### config.mk
export PLATFORM = sky130hd
export DESIGN_NAME = smbs_cfg_slave
export DESIGN_NICKNAME = d
export VERILOG_FILES = /design/src/rtl/smbs_pkg.sv /design/src/rtl/smbs_line_sync.sv /design/src/rtl/smbs_regbank.sv /design/src/rtl/smbs_cfg_slave.sv
export SDC_FILE = /design/constraint.sdc
export NUM_CORES = 1
export LEC_CHECK = 0
export BUFFER_PORTS_ARGS = -buffer_cell sky130_fd_sc_hd__buf_2
export CAP_MARGIN = 20
export CELL_PAD_IN_SITES_DETAIL_PLACEMENT = 1
export CELL_PAD_IN_SITES_GLOBAL_PLACEMENT = 2
export CORE_MARGIN = 2
export CORE_UTILIZATION = 37
export CTS_CLUSTER_SIZE = 40
export DETAILED_ROUTE_END_ITERATION = 7
export PLACE_DENSITY_LB_ADDON = 0.3
export SETUP_SLACK_MARGIN = 0.05
export SYNTH_ARGS = -nofsm -noshare
export SYNTH_HDL_FRONTEND = slang
export SYNTH_SLANG_ARGS = --single-unit
### constraint.sdc
create_clock -name clk -period 4.74 [get_ports clk]
set_input_delay 1.185 -clock clk [delete_from_list [all_inputs] [get_ports clk]]
set_output_delay 1.185 -clock clk [all_outputs]
set_load 0.05 [all_outputs]
### src/rtl/smbs_pkg.sv
// Shared types of the serial configuration slave.
// Assumes: included before every other file of the block.
package smbs_pkg;
    // Bus phase the slave is in.
    typedef enum logic [2:0] {S_IDLE, S_RX, S_SACK, S_TX, S_MACK} bus_state_t;
    // Meaning of the byte currently being received.
    typedef enum logic [1:0] {K_ADDR, K_CMD, K_CNT, K_DATA} rx_kind_t;
endpackage

### src/rtl/smbs_line_sync.sv
// Synchronizes SCL and SDA into the system clock domain and reports
// SCL edges plus start and stop conditions, one cycle each.
// Assumes: clk is several times faster than SCL; lines idle high.
module smbs_line_sync #(
    parameter int SYNC_STAGES = 2
) (
    input  logic clk,
    input  logic rst_n,
    input  logic scl_i,
    input  logic sda_i,
    output logic scl_o,
    output logic sda_o,
    output logic scl_rise_o,
    output logic scl_fall_o,
    output logic start_o,
    output logic stop_o
);
    logic [SYNC_STAGES-1:0] scl_ff, sda_ff;
    logic scl_d, sda_d;

    // Synchronizer chains plus one delayed copy for edge detection.
    always_ff @(posedge clk) begin
        if (!rst_n) begin
            scl_ff <= '1;
            sda_ff <= '1;
            scl_d  <= 1'b1;
            sda_d  <= 1'b1;
        end else begin
            scl_ff <= {scl_ff[SYNC_STAGES-2:0], scl_i};
            sda_ff <= {sda_ff[SYNC_STAGES-2:0], sda_i};
            scl_d  <= scl_ff[SYNC_STAGES-1];
            sda_d  <= sda_ff[SYNC_STAGES-1];
        end
    end

    assign scl_o      = scl_ff[SYNC_STAGES-1];
    assign sda_o      = sda_ff[SYNC_STAGES-1];
    assign scl_rise_o = scl_o & ~scl_d;
    assign scl_fall_o = ~scl_o & scl_d;
    assign start_o    = scl_o & scl_d & sda_d & ~sda_o;
    assign stop_o     = scl_o & scl_d & ~sda_d & sda_o;
endmodule

### src/rtl/smbs_regbank.sv
// Bank of configuration bytes with reset defaults and one write port.
// Assumes: at most one write per cycle; wr_idx is in range.
module smbs_regbank #(
    parameter int NUM_REGS = 8,
    parameter int IDX_W    = 3,
    parameter logic [NUM_REGS*8-1:0] DEFAULT_IMG = '0
) (
    input  logic                  clk,
    input  logic                  rst_n,
    input  logic                  wr_en,
    input  logic [IDX_W-1:0]      wr_idx,
    input  logic [7:0]            wr_data,
    output logic [NUM_REGS*8-1:0] bank_o
);
    for (genvar g = 0; g < NUM_REGS; g++) begin : g_reg
        logic [7:0] val;
        // One configuration byte: default at reset, else written when selected.
        always_ff @(posedge clk) begin
            if (!rst_n)
                val <= DEFAULT_IMG[g*8 +: 8];
            else if (wr_en && wr_idx == IDX_W'(g))
                val <= wr_data;
        end
        assign bank_o[g*8 +: 8] = val;
    end

    // first cycle out of reset shows the default image.
    assert_reset_defaults_R9: assert property (@(posedge clk) disable iff (!rst_n)
        $past(!rst_n) |-> bank_o == DEFAULT_IMG);
endmodule

### src/rtl/smbs_cfg_slave.sv
// Two-wire serial slave giving byte and block access to a configuration
// bank. Receives on SCL rise, drives SDA after SCL fall, open drain.
// Assumes: no clock stretching, single master, NUM_REGS a power of two.
module smbs_cfg_slave
    import smbs_pkg::*;
#(
    parameter logic [6:0] SLAVE_ADDR = 7'h69,
    parameter int NUM_REGS = 8,
    parameter logic [NUM_REGS*8-1:0] DEFAULT_IMG = 64'hFFEE_DDCC_BBAA_550E,
    parameter int PLAIN_BIT = 7
) (
    input  logic                  clk,
    input  logic                  rst_n,
    input  logic                  scl_i,
    input  logic                  sda_i,
    output logic                  sda_oe_o,
    output logic [NUM_REGS*8-1:0] bank_o
);
    localparam int IDX_W = $clog2(NUM_REGS);
    localparam logic [7:0] COUNT_VAL = 8'(NUM_REGS);

    logic scl_s, sda_s, scl_rise, scl_fall, start_det, stop_det;
    bus_state_t state;
    rx_kind_t   kind, next_kind;
    logic       next_tx, blk_mode, cnt_pend;
    logic [3:0] bit_cnt;
    logic [7:0] rx_sh, tx_sh, rd_byte, wr_data;
    logic [IDX_W-1:0] idx, wr_idx;
    logic       wr_en, plain_mode;

    smbs_line_sync #(.SYNC_STAGES(2)) u_sync (
        .clk(clk), .rst_n(rst_n), .scl_i(scl_i), .sda_i(sda_i),
        .scl_o(scl_s), .sda_o(sda_s), .scl_rise_o(scl_rise),
        .scl_fall_o(scl_fall), .start_o(start_det), .stop_o(stop_det)
    );

    smbs_regbank #(.NUM_REGS(NUM_REGS), .IDX_W(IDX_W), .DEFAULT_IMG(DEFAULT_IMG)) u_bank (
        .clk(clk), .rst_n(rst_n), .wr_en(wr_en), .wr_idx(wr_idx),
        .wr_data(wr_data), .bank_o(bank_o)
    );

    assign rd_byte    = bank_o[32'(idx)*8 +: 8];
    assign plain_mode = bank_o[PLAIN_BIT];

    // Bus protocol sequencer: byte reception, acknowledges, transmission.
    always_ff @(posedge clk) begin
        if (!rst_n) begin
            state     <= S_IDLE;
            kind      <= K_ADDR;
            next_kind <= K_ADDR;
            next_tx   <= 1'b0;
            blk_mode  <= 1'b0;
            cnt_pend  <= 1'b0;
            bit_cnt   <= '0;
            rx_sh     <= '0;
            tx_sh     <= '0;
            idx       <= '0;
            wr_en     <= 1'b0;
            wr_idx    <= '0;
            wr_data   <= '0;
        end else begin
            wr_en <= 1'b0;
            if (start_det) begin
                state   <= S_RX;
                kind    <= K_ADDR;
                bit_cnt <= '0;
            end else if (stop_det) begin
                state <= S_IDLE;
            end else begin
                case (state)
                    S_RX: begin
                        if (scl_rise && bit_cnt < 4'd8) begin
                            rx_sh   <= {rx_sh[6:0], sda_s};
                            bit_cnt <= bit_cnt + 4'd1;
                        end else if (scl_fall && bit_cnt == 4'd8) begin
                            state   <= S_SACK;
                            next_tx <= 1'b0;
                            case (kind)
                                K_ADDR: begin
                                    if (rx_sh[7:1] == SLAVE_ADDR) begin
                                        next_tx   <= rx_sh[0];
                                        next_kind <= K_CMD;
                                        cnt_pend  <= rx_sh[0] & blk_mode;
                                    end else begin
                                        state <= S_IDLE;
                                    end
                                end
                                K_CMD: begin
                                    blk_mode  <= ~rx_sh[7];
                                    idx       <= rx_sh[7] ? rx_sh[IDX_W-1:0] : '0;
                                    next_kind <= (!rx_sh[7] && !plain_mode) ? K_CNT : K_DATA;
                                end
                                K_CNT:   next_kind <= K_DATA;
                                default: begin
                                    wr_en     <= 1'b1;
                                    wr_idx    <= idx;
                                    wr_data   <= rx_sh;
                                    idx       <= idx + 1'b1;
                                    next_kind <= K_DATA;
                                end
                            endcase
                        end
                    end
                    S_SACK: begin
                        if (scl_fall) begin
                            bit_cnt <= '0;
                            if (next_tx) begin
                                state <= S_TX;
                                if (cnt_pend) begin
                                    tx_sh    <= COUNT_VAL;
                                    cnt_pend <= 1'b0;
                                end else begin
                                    tx_sh <= rd_byte;
                                    idx   <= idx + 1'b1;
                                end
                            end else begin
                                state <= S_RX;
                                kind  <= next_kind;
                            end
                        end
                    end
                    S_TX: begin
                        if (scl_fall) begin
                            if (bit_cnt == 4'd7) begin
                                state <= S_MACK;
                            end else begin
                                tx_sh   <= {tx_sh[6:0], 1'b0};
                                bit_cnt <= bit_cnt + 4'd1;
                            end
                        end
                    end
                    S_MACK: begin
                        if (scl_rise && sda_s) begin
                            state <= S_IDLE;
                        end else if (scl_fall) begin
                            state   <= S_TX;
                            bit_cnt <= '0;
                            if (cnt_pend) begin
                                tx_sh    <= COUNT_VAL;
                                cnt_pend <= 1'b0;
                            end else begin
                                tx_sh <= rd_byte;
                                idx   <= idx + 1'b1;
                            end
                        end
                    end
                    default: ;
                endcase
            end
        end
    end

    // Open-drain drive: acknowledge slot or a zero data bit.
    always_comb begin
        sda_oe_o = (state == S_SACK) || (state == S_TX && !tx_sh[7]);
    end

    // SDA drive only moves while the synchronized SCL is low.
    assert_sda_moves_low_R10: assert property (@(posedge clk) disable iff (!rst_n)
        !$stable(sda_oe_o) |-> !scl_s);
    // a stop returns the slave to idle with SDA released.
    assert_stop_idle_R10: assert property (@(posedge clk) disable iff (!rst_n)
        stop_det && !start_det |=> state == S_IDLE && !sda_oe_o);
    // a start always re-arms address reception.
    assert_start_rearm_R1: assert property (@(posedge clk) disable iff (!rst_n)
        start_det |=> state == S_RX && kind == K_ADDR && bit_cnt == 4'd0);
    // register writes commit only while SCL is low.
    assert_write_scl_low_R3: assert property (@(posedge clk) disable iff (!rst_n)
        wr_en |-> !scl_s);
endmodule

Word level (Yosys, flattened, before mapping)
Index checks and enable logic that the tools add are counted.
{"block": "totals", "wordCells": 180, "mem_bits_rw": 0, "latch_bits": 0, "regBits": 115, "memories": 0, "mem_bits_ro": 0, "output_inout_bits": 65}
{"block": "op_classes", "n_shift": 1, "n_eq_ne": 37, "addsub": 2, "order_cmp": 1, "n_bitwise": 21, "muxes": 52, "div_mod_pow": 0, "n_mul": 0, "n_reduce_logical": 40}
{"op": "64-bit by 7-bit indexed part select with 8-bit output", "n": 1}
{"op": "8-bit 2-to-1 mux", "n": 7}
{"op": "3-bit 2-to-1 mux", "n": 15}
{"op": "2-bit inequality test, second input constant", "n": 14}
{"op": "8-bit case mux with 3 select lines", "n": 1}
{"op": "6-bit AND reduction", "n": 4}
{"op": "4-bit 2-to-1 mux", "n": 5}
{"op": "4-bit inequality test, second input constant", "n": 5}
{"op": "4-bit case mux with 4 select lines", "n": 1}
{"op": "3-bit equality test, second input constant", "n": 5}
{"op": "1-bit 2-to-1 mux", "n": 14}
{"op": "7-bit AND reduction", "n": 2}
{"op": "1-bit logical AND", "n": 13}
{"op": "1-bit NOT", "n": 13}
{"op": "3-bit by 2-bit equality test with 1-bit output, second input constant", "n": 4}
{"op": "3-bit case mux with 4 select lines", "n": 1}
{"op": "11-bit AND reduction", "n": 1}
{"op": "10-bit AND reduction", "n": 1}
{"op": "3-bit case mux with 3 select lines", "n": 1}
{"op": "9-bit AND reduction", "n": 1}
{"op": "1-bit AND", "n": 8}
{"op": "2-bit 2-to-1 mux", "n": 4}
{"op": "4-bit AND reduction", "n": 2}
{"op": "7-bit equality test, second input constant", "n": 1}
{"op": "other kinds (24)", "n": 30}

Logic depth before layout (Yosys ltp)
Gate-level depths: netlist (run 1).
{"block": "logic_depth", "word_depth": 8, "depth_mapped": 8}

By module
From an unflattened synthesis (run 1), not the netlist that was laid out.
{"block": "hier_totals", "cells_unflattened": 557, "area_unflattened_um2": 5480.3}
{"module": "smbs_cfg_slave", "n_inst": 1, "area_per_inst_um2": 2756.4, "cells_per_inst": 304, "seq_area_each_um2": 900.9}
{"module": "smbs_regbank", "n_inst": 1, "area_per_inst_um2": 2533.7, "cells_per_inst": 237, "seq_area_each_um2": 1281.2}
{"module": "smbs_line_sync", "n_inst": 1, "area_per_inst_um2": 190.2, "cells_per_inst": 16, "seq_area_each_um2": 120.1}

Worst setup path after synthesis (run 1)
OpenSTA, ideal clock, no wires.
{"block": "synth_path", "path_kind": "register to output", "from": "register state[1]", "to": "output port sda_oe_o", "path_stages_with_launch": 4, "arrival_time_ps": 2107, "path_slack_ps": 1448, "required_time_ps": 3555, "n_path_buf": 1, "cell_sequence": "dfxtp_1 clkbuf_1 nor2b_1 a21boi_0"}
{"block": "synth_between", "elab_chain_len": 3, "elab_cells_between_ends": 4, "cone_classes": "2 x eq/ne; 2 x reduce/logical"}
{"element": "from (decl)", "line": "smbs_cfg_slave.sv:23", "rtl": "bus_state_t state;"}
{"element": "from (signal assigned)", "line": "smbs_cfg_slave.sv:48", "rtl": "state <= S_IDLE;"}
{"element": "from (signal assigned)", "line": "smbs_cfg_slave.sv:64", "rtl": "state <= S_RX;"}
{"element": "from (signal assigned)", "line": "smbs_cfg_slave.sv:68", "rtl": "state <= S_IDLE;"}
{"element": "3-bit by 2-bit equality test with 1-bit output", "line": "smbs_cfg_slave.sv:155", "rtl": "sda_oe_o = (state == S_SACK) || (state == S_TX && !tx_sh[7]);"}
{"element": "1-bit logical AND", "line": "smbs_cfg_slave.sv:155"}
{"element": "1-bit logical OR (*)", "line": "smbs_cfg_slave.sv:155"}
{"element": "to (decl)", "line": "smbs_cfg_slave.sv:16", "rtl": "output logic sda_oe_o,"}
Every way passes the cells marked *; elsewhere a longest branch is shown, timed or not.

Worst setup path after layout (run 1)
Ends and elaborated chain as after synthesis.

==> results.json, run 1 <==
{
  "status": "finished clean",
  "tns_ps": 0,
  "use_met3_pct": 4.73,
  "numCtsBuffers": 17,
  "syn_area_um2": 5160,
  "dpl.hpwl_mm": 11.4,
  "root_buffer": "clkbuf_16",
  "synthTopCellsByCount": "nand2_1, dfxtp_1, nand3_1",
  "p_leak_nw": 2.45,
  "pin_count": 69,
  "ir_drop_v": 0.000220,
  "cts.clk_slew.worst_paths_ps": 60,
  "grt_max_degree": 46,
  "clk_latency_ps": 420,
  "synth_seq_cells": 115,
  "rsz0062_at_grt": "false",
  "slew_violations": 0,
  "die_area_um2": 14900,
  "hold_path_class": "register to register",
  "yosysWarnings": 0,
  "synthFlopType": "dfxtp_1",
  "nets": 668,
  "cp_max_fo": 11,
  "cp.arrival_ps": 2010,
  "yosysMostFrequentCell": "nand2_1",
  "diodes": 0,
  "synth.distinct_cells": 49,
  "post-cts-setup-buffer-count": 0,
  "period_minus_slack_ps": 3200,
  "synth_compound_area_share_pct": 12.7,
  "gr-usage-met2_pct": 37.6,
  "cap_viol_max_count": 0,
  "placedCellCount": 819,
  "syn_area_per_cell_um2": 8.54,
  "synthToLayoutAreaGrowth_pct": 21.2,
  "firstDrtPassIters": 4,
  "overflow": 0,
  "synth-simple-area-share_pct": 27.3,
  "drt_iter0_drc": 265,
  "synth_top_family_by_area": "simple AND/OR/NAND/NOR gates",
  "synth_fa_ha_area_share_pct": 0.727,
  "nFillCells": 1656,
  "cts_sinks": 115,
  "wl_per_cell_um": 19.0,
  "worstSetupPathType": "register to output pin",
  "start_util_pct": 37.5,
  "die_h_um": 122,
  "vias_per_cell": 5.39,
  "io_buffer_count": 68,
  "cts_hold_buf": 0,
  "use_met1_pct": 30.7,
  "cts_buffer_depth": 2,
  "syn_inst": 604,
  "grt_busiest_layer": "met2",
  "core_um2": 13800,
  "route.detailed.drc": 0,
  "synth_edf_count": 0,
  "power_density_nw_per_um2": 372,
  "fin_cells": 854,
  "grt_pass1_vias": 4678,
  "hold_viol": 0,
  "gp_congestion": 0.801,
  "synthMuxAreaShare_pct": 11.1,
  "ys_top_cells_by_area": "dfxtp_1, nand2_1, mux4_2",
  "seq_area_frac_synth_pct": 44.6,
  "synth-async-reset-ratio_pct": 0,
  "htree_num_levels": 4,
  "antenna_found_initial": 0,
  "synth.top_cell.area_share_pct": 44.6,
  "grt.total_usage_pct": 23.1,
  "worstMarginPinSlew_ps": 1050,
  "slew_headroom_pct": 29.8,
  "fmax_mhz": 313,
  "r2r_slack_ps": 1730,
  "rows": 43,
  "total_power_w": 0.00233,
  "critPathRequiredTime_ps": 3560,
  "cts_resized": 0,
  "worstSetupEndpointType": "output pin",
  "setup_viol": 0,
  "ant_nets": 0,
  "synth_xor_area_share_pct": 0.509,
  "synth_top_area_cell": "dfxtp_1",
  "grt_pass1_wl_mm": 25.8,
  "die_w_um": 122,
  "fin_crit_sh_pct": 67.4,
  "start_kind": "register",
  "drive_above_1_share_pct": 18.8,
  "drt_wl_total_mm": 16.2,
  "cts_tree": "yes",
  "synth_nets": 611,
  "finalClockSkew_ps": 12.3,
  "vias": 4602
}
## path summary, 6_finish.rpt
check | startpoint | endpoint | depth (start not counted)
setup reg to reg | state[0]$_SDFFE_PN0P_ | bit_cnt[3]$_SDFFE_PP0P_ | 5
setup / recovery | state[1]$_SDFFE_PP0P_ | sda_oe_o | 3
hold / removal | u_sync.sda_ff[0]$_SDFF_PN1_ | u_sync.sda_ff[1]$_SDFF_PN1_ | 1
hold reg to reg | u_sync.sda_ff[0]$_SDFF_PN1_ | u_sync.sda_ff[1]$_SDFF_PN1_ | 1
## area by class of cell
class | count | area [um^2] | share of cell area, %
multi-input combinational | 448 | 2710 | 43.3
tap | 180 | 225 | 3.60
clock inverter | 14 | 179 | 2.86
timing repair buffer | 75 | 388 | 6.20
clock buffer | 18 | 439 | 7.02
inverter | 4 | 15.0 | 0.240
sequential | 115 | 2300 | 36.8
## cell usage in the layout, fill, tap and decap left out, types with 5 or more instances in the layout
| cell | n |
|---|---|
| nand2b_1 | 13 |
| nand4_1 | 5 |
| a21boi_0 | 37 |
| a21oi_1 | 19 |
| nor2_1 | 26 |
| mux2i_1 | 21 |
| nor3_1 | 8 |
| dfxtp_1 | 115 |
| o21ai_0 | 12 |
| nor2b_1 | 17 |
| nand2_1 | 166 |
| clkinvlp_4 | 6 |
| nand3_1 | 52 |
| buf_2 | 69 |
| mux4_2 | 16 |
| clkbuf_16 | 17 |
## flip-flops by register name, summed over array words and instances, names as in the netlist, 2 cells and up
name,count
state,3
next_kind,2
wr_idx,3
rx_sh,8
kind,2
bit_cnt,4
u_bank.g.val,64
wr_data,8
u_sync.sda_ff,2
tx_sh,8
idx,3
u_sync.scl_ff,2
## through the flow
stage               setup slack [ps]  area [um^2]  hold slack, ps  util, %
finish                          1540         6250             403     45.4
global route                    1370         6250             444     45.4
CTS                             1540         6240             405     45.3
detailed placement              1770         5620             395     40.8
global placement                1860         5610             390     40.7
floorplan                       1450         5160             386        -
## kinds of logic (layout without fill, tap and decap cells)
kind of cell	count (synthesis)	in the layout
XOR/XNOR	3	3
AND/OR/NAND/NOR	310	310
buffers and inverters	41	111
flip-flops	115	115
AO/OA/AOI/OAI	95	95
multiplexers	37	37
adder cells (fa/ha/maj)	3	3
## report_power, final
group	internal, W	leakage [nW]	total, W	switching [W]
registers	0.000969	0.929	0.000972	0.00000263
logic	0.0000113	1.24	0.0000328	0.0000215
clock network	0.000845	0.282	0.00132	0.000479
total	0.00183	2.45	0.00233	0.000503
## worst max-delay path, stage by stage (launching register included)
cell and delay, ps:
dfxtp_1 570, nor2b_1 460, a21boi_0 260, buf_2 300
## per-layer routing
layer | vias up | part of all wire [%] | routed length (um)
li1 | 2214 | - | -
met3 | 12 | 3.9 | 635
met2 | 92 | 49 | 7900
met4 | 0 | 1.1 | 173
met1 | 2284 | 46 | 7500
met5 | - | 0 | 0
Note: power is estimated with default switching activity, not from simulation.
==> inputs of run 2 (changes only) <==
- CORE_UTILIZATION: 37 -> 31
- clock period: 4.74 -> 2.83 ns (I/O delays scaled with it)
==> results.json, run 2 (synthesized netlist as in run 1, its figures left out) <==
{
  "status": "finished clean",
  "root_buffer": "clkbuf_16",
  "worstSetupEndpointType": "output pin",
  "fin_cells": 904,
  "grt.total_usage_pct": 19.6,
  "post-cts-setup-buffer-count": 0,
  "cp.arrival_ps": 1870,
  "placed_area_um2": 5780,
  "nets": 678,
  "cts.clk_slew.worst_paths_ps": 60,
  "finalWorstSetupSlack_ps": 255,
  "overflow": 0,
  "fmax_mhz": 388,
  "clk_latency_ps": 420,
  "finalClockSkew_ps": 6.92,
  "rows": 47,
  "htree_num_levels": 4,
  "route.met2.wl_mm": 7.84,
  "synthToLayoutAreaGrowth_pct": 24.0,
  "gp_congestion": 0.806,
  "cts_tree": "yes",
  "cts_buffer_depth": 2,
  "antenna_found_initial": 0,
  "grt_pass1_wl_mm": 26.6,
  "hold_path_class": "register to register",
  "slew_headroom_pct": 44.5,
  "p_leak_nw": 2.52,
  "diodes": 0,
  "layout_common_cells": "nand2_1, dfxtp_1, buf_2",
  "period_minus_slack_ps": 2580,
  "vias_per_cell": 5.14,
  "core_um2": 16400,
  "setup_viol": 0,
  "placedCellCount": 872,
  "cts_hold_buf": 0,
  "firstDrtPassIters": 5,
  "drt_iter0_drc": 269,
  "start_kind": "register",
  "slew_violations": 0,
  "drive_above_1_share_pct": 20.0,
  "die_area_um2": 17700,
  "top_layer": "met4",
  "fin_crit_sh_pct": 91.0,
  "die_w_um": 133,
  "worstMarginPinSlew_ps": 830,
  "die_h_um": 133,
  "place_worst_setup_slack_ps": 316,
  "utilization_pct": 39.0,
  "ant_nets": 0,
  "ir_drop_v": 0.000431,
  "largest_reg_flops": 64,
  "start_util_pct": 31.4,
  "dpl.hpwl_mm": 12.0,
  "vias": 4649,
  "cts_sinks": 115,
  "rsz0062_at_grt": "false",
  "critPathRequiredTime_ps": 2120,
  "pin_count": 69,
  "met1_length_mm": 7.64,
  "cts_resized": 0,
  "fin_area_um2": 6400,
  "wl_met3_um": 788,
  "drt_wl_total_mm": 16.6,
  "io_buffer_count": 68,
  "cp_max_fo": 11,
  "hold_viol": 0,
  "regMostFlops": "u_bank.g.val",
  "grt_pass1_vias": 4739,
  "tns_ps": 0,
  "numCtsBuffers": 17,
  "grt_max_degree": 72,
  "route.detailed.drc": 0,
  "power_density_nw_per_um2": 619,
  "worstSetupPathType": "register to output pin",
  "final_common_cell": "nand2_1",
  "wl_per_cell_um": 18.3,
  "cap_viol_max_count": 0
}
[run 2: cell types whose count changed in the layout (fill, tap and decap cells not counted)]
cell        previous run  this run
inv_6                  3         5
buf_4                  4        16
clkbuf_2               1         0
clkinvlp_4             6         3
inv_8                  0         2
clkbuf_8               1         0
buf_2                 69        68
clkbuf_4               1         0
a21boi_1               0         1
buf_12                 0         1
a21boi_0              37        36
[run 2: power by group]
| group | switching, W | leakage (nW) | internal [W] |
|---|---|---|---|
| Clock | 0.000866 | 0.295 | 0.00141 |
| Sequential | 0.00000385 | 0.929 | 0.00162 |
| Combinational | 0.0000381 | 1.30 | 0.0000219 |
| Total | 0.000908 | 2.52 | 0.00306 |
[run 2: layer usage]
| layer | track usage, % | up-vias |
|---|---|---|
| met4 | 7.47 | 0 |
| met5 | 0 | - |
| met1 | 25.6 | 2285 |
| met3 | 4.14 | 26 |
| met2 | 31.7 | 102 |
| li1 | - | 2236 |
[run 2: critical path, stage by stage, from the launching register on]
cell,delay (ps)
dfxtp_1,530
nor2b_1,430
a21boi_1,210
buf_2,280
[run 2: stage by stage]
| stage | power (W) | hold WS [ps] |
|---|---|---|
| 5_1_grt | 0.00408 | 431 |
| 6_report | 0.00396 | 410 |
| 4_1_cts | 0.00400 | 416 |
| 3_3_place_gp | 0.00172 | 391 |
| 2_1_floorplan | 0.00170 | 386 |
| 3_5_place_dp | 0.00172 | 397 |
[run 2: final timing paths]
kind              depth (start not counted)                          end  slack (ps)                        start
hold reg to reg                           1  u_sync.scl_ff[1]$_SDFF_PN1_         410  u_sync.scl_ff[0]$_SDFF_PN1_
setup reg to reg                          5      bit_cnt[3]$_SDFFE_PP0P_         310        state[2]$_SDFFE_PP0P_
hold / removal                            1  u_sync.scl_ff[1]$_SDFF_PN1_         410  u_sync.scl_ff[0]$_SDFF_PN1_
setup / recovery                          3                     sda_oe_o         250        state[1]$_SDFFE_PP0P_
[run 2: area by class of cell]
| class | instances | area [um^2] |
|---|---|---|
| timing repair buffer | 85 | 480 |
| sequential | 115 | 2300 |
| clock inverter | 15 | 196 |
| fill | 1933 | 10000 |
| inverter | 4 | 15.0 |
| tap | 220 | 275 |
| multi-input combinational | 448 | 2710 |
| clock buffer | 17 | 425 |
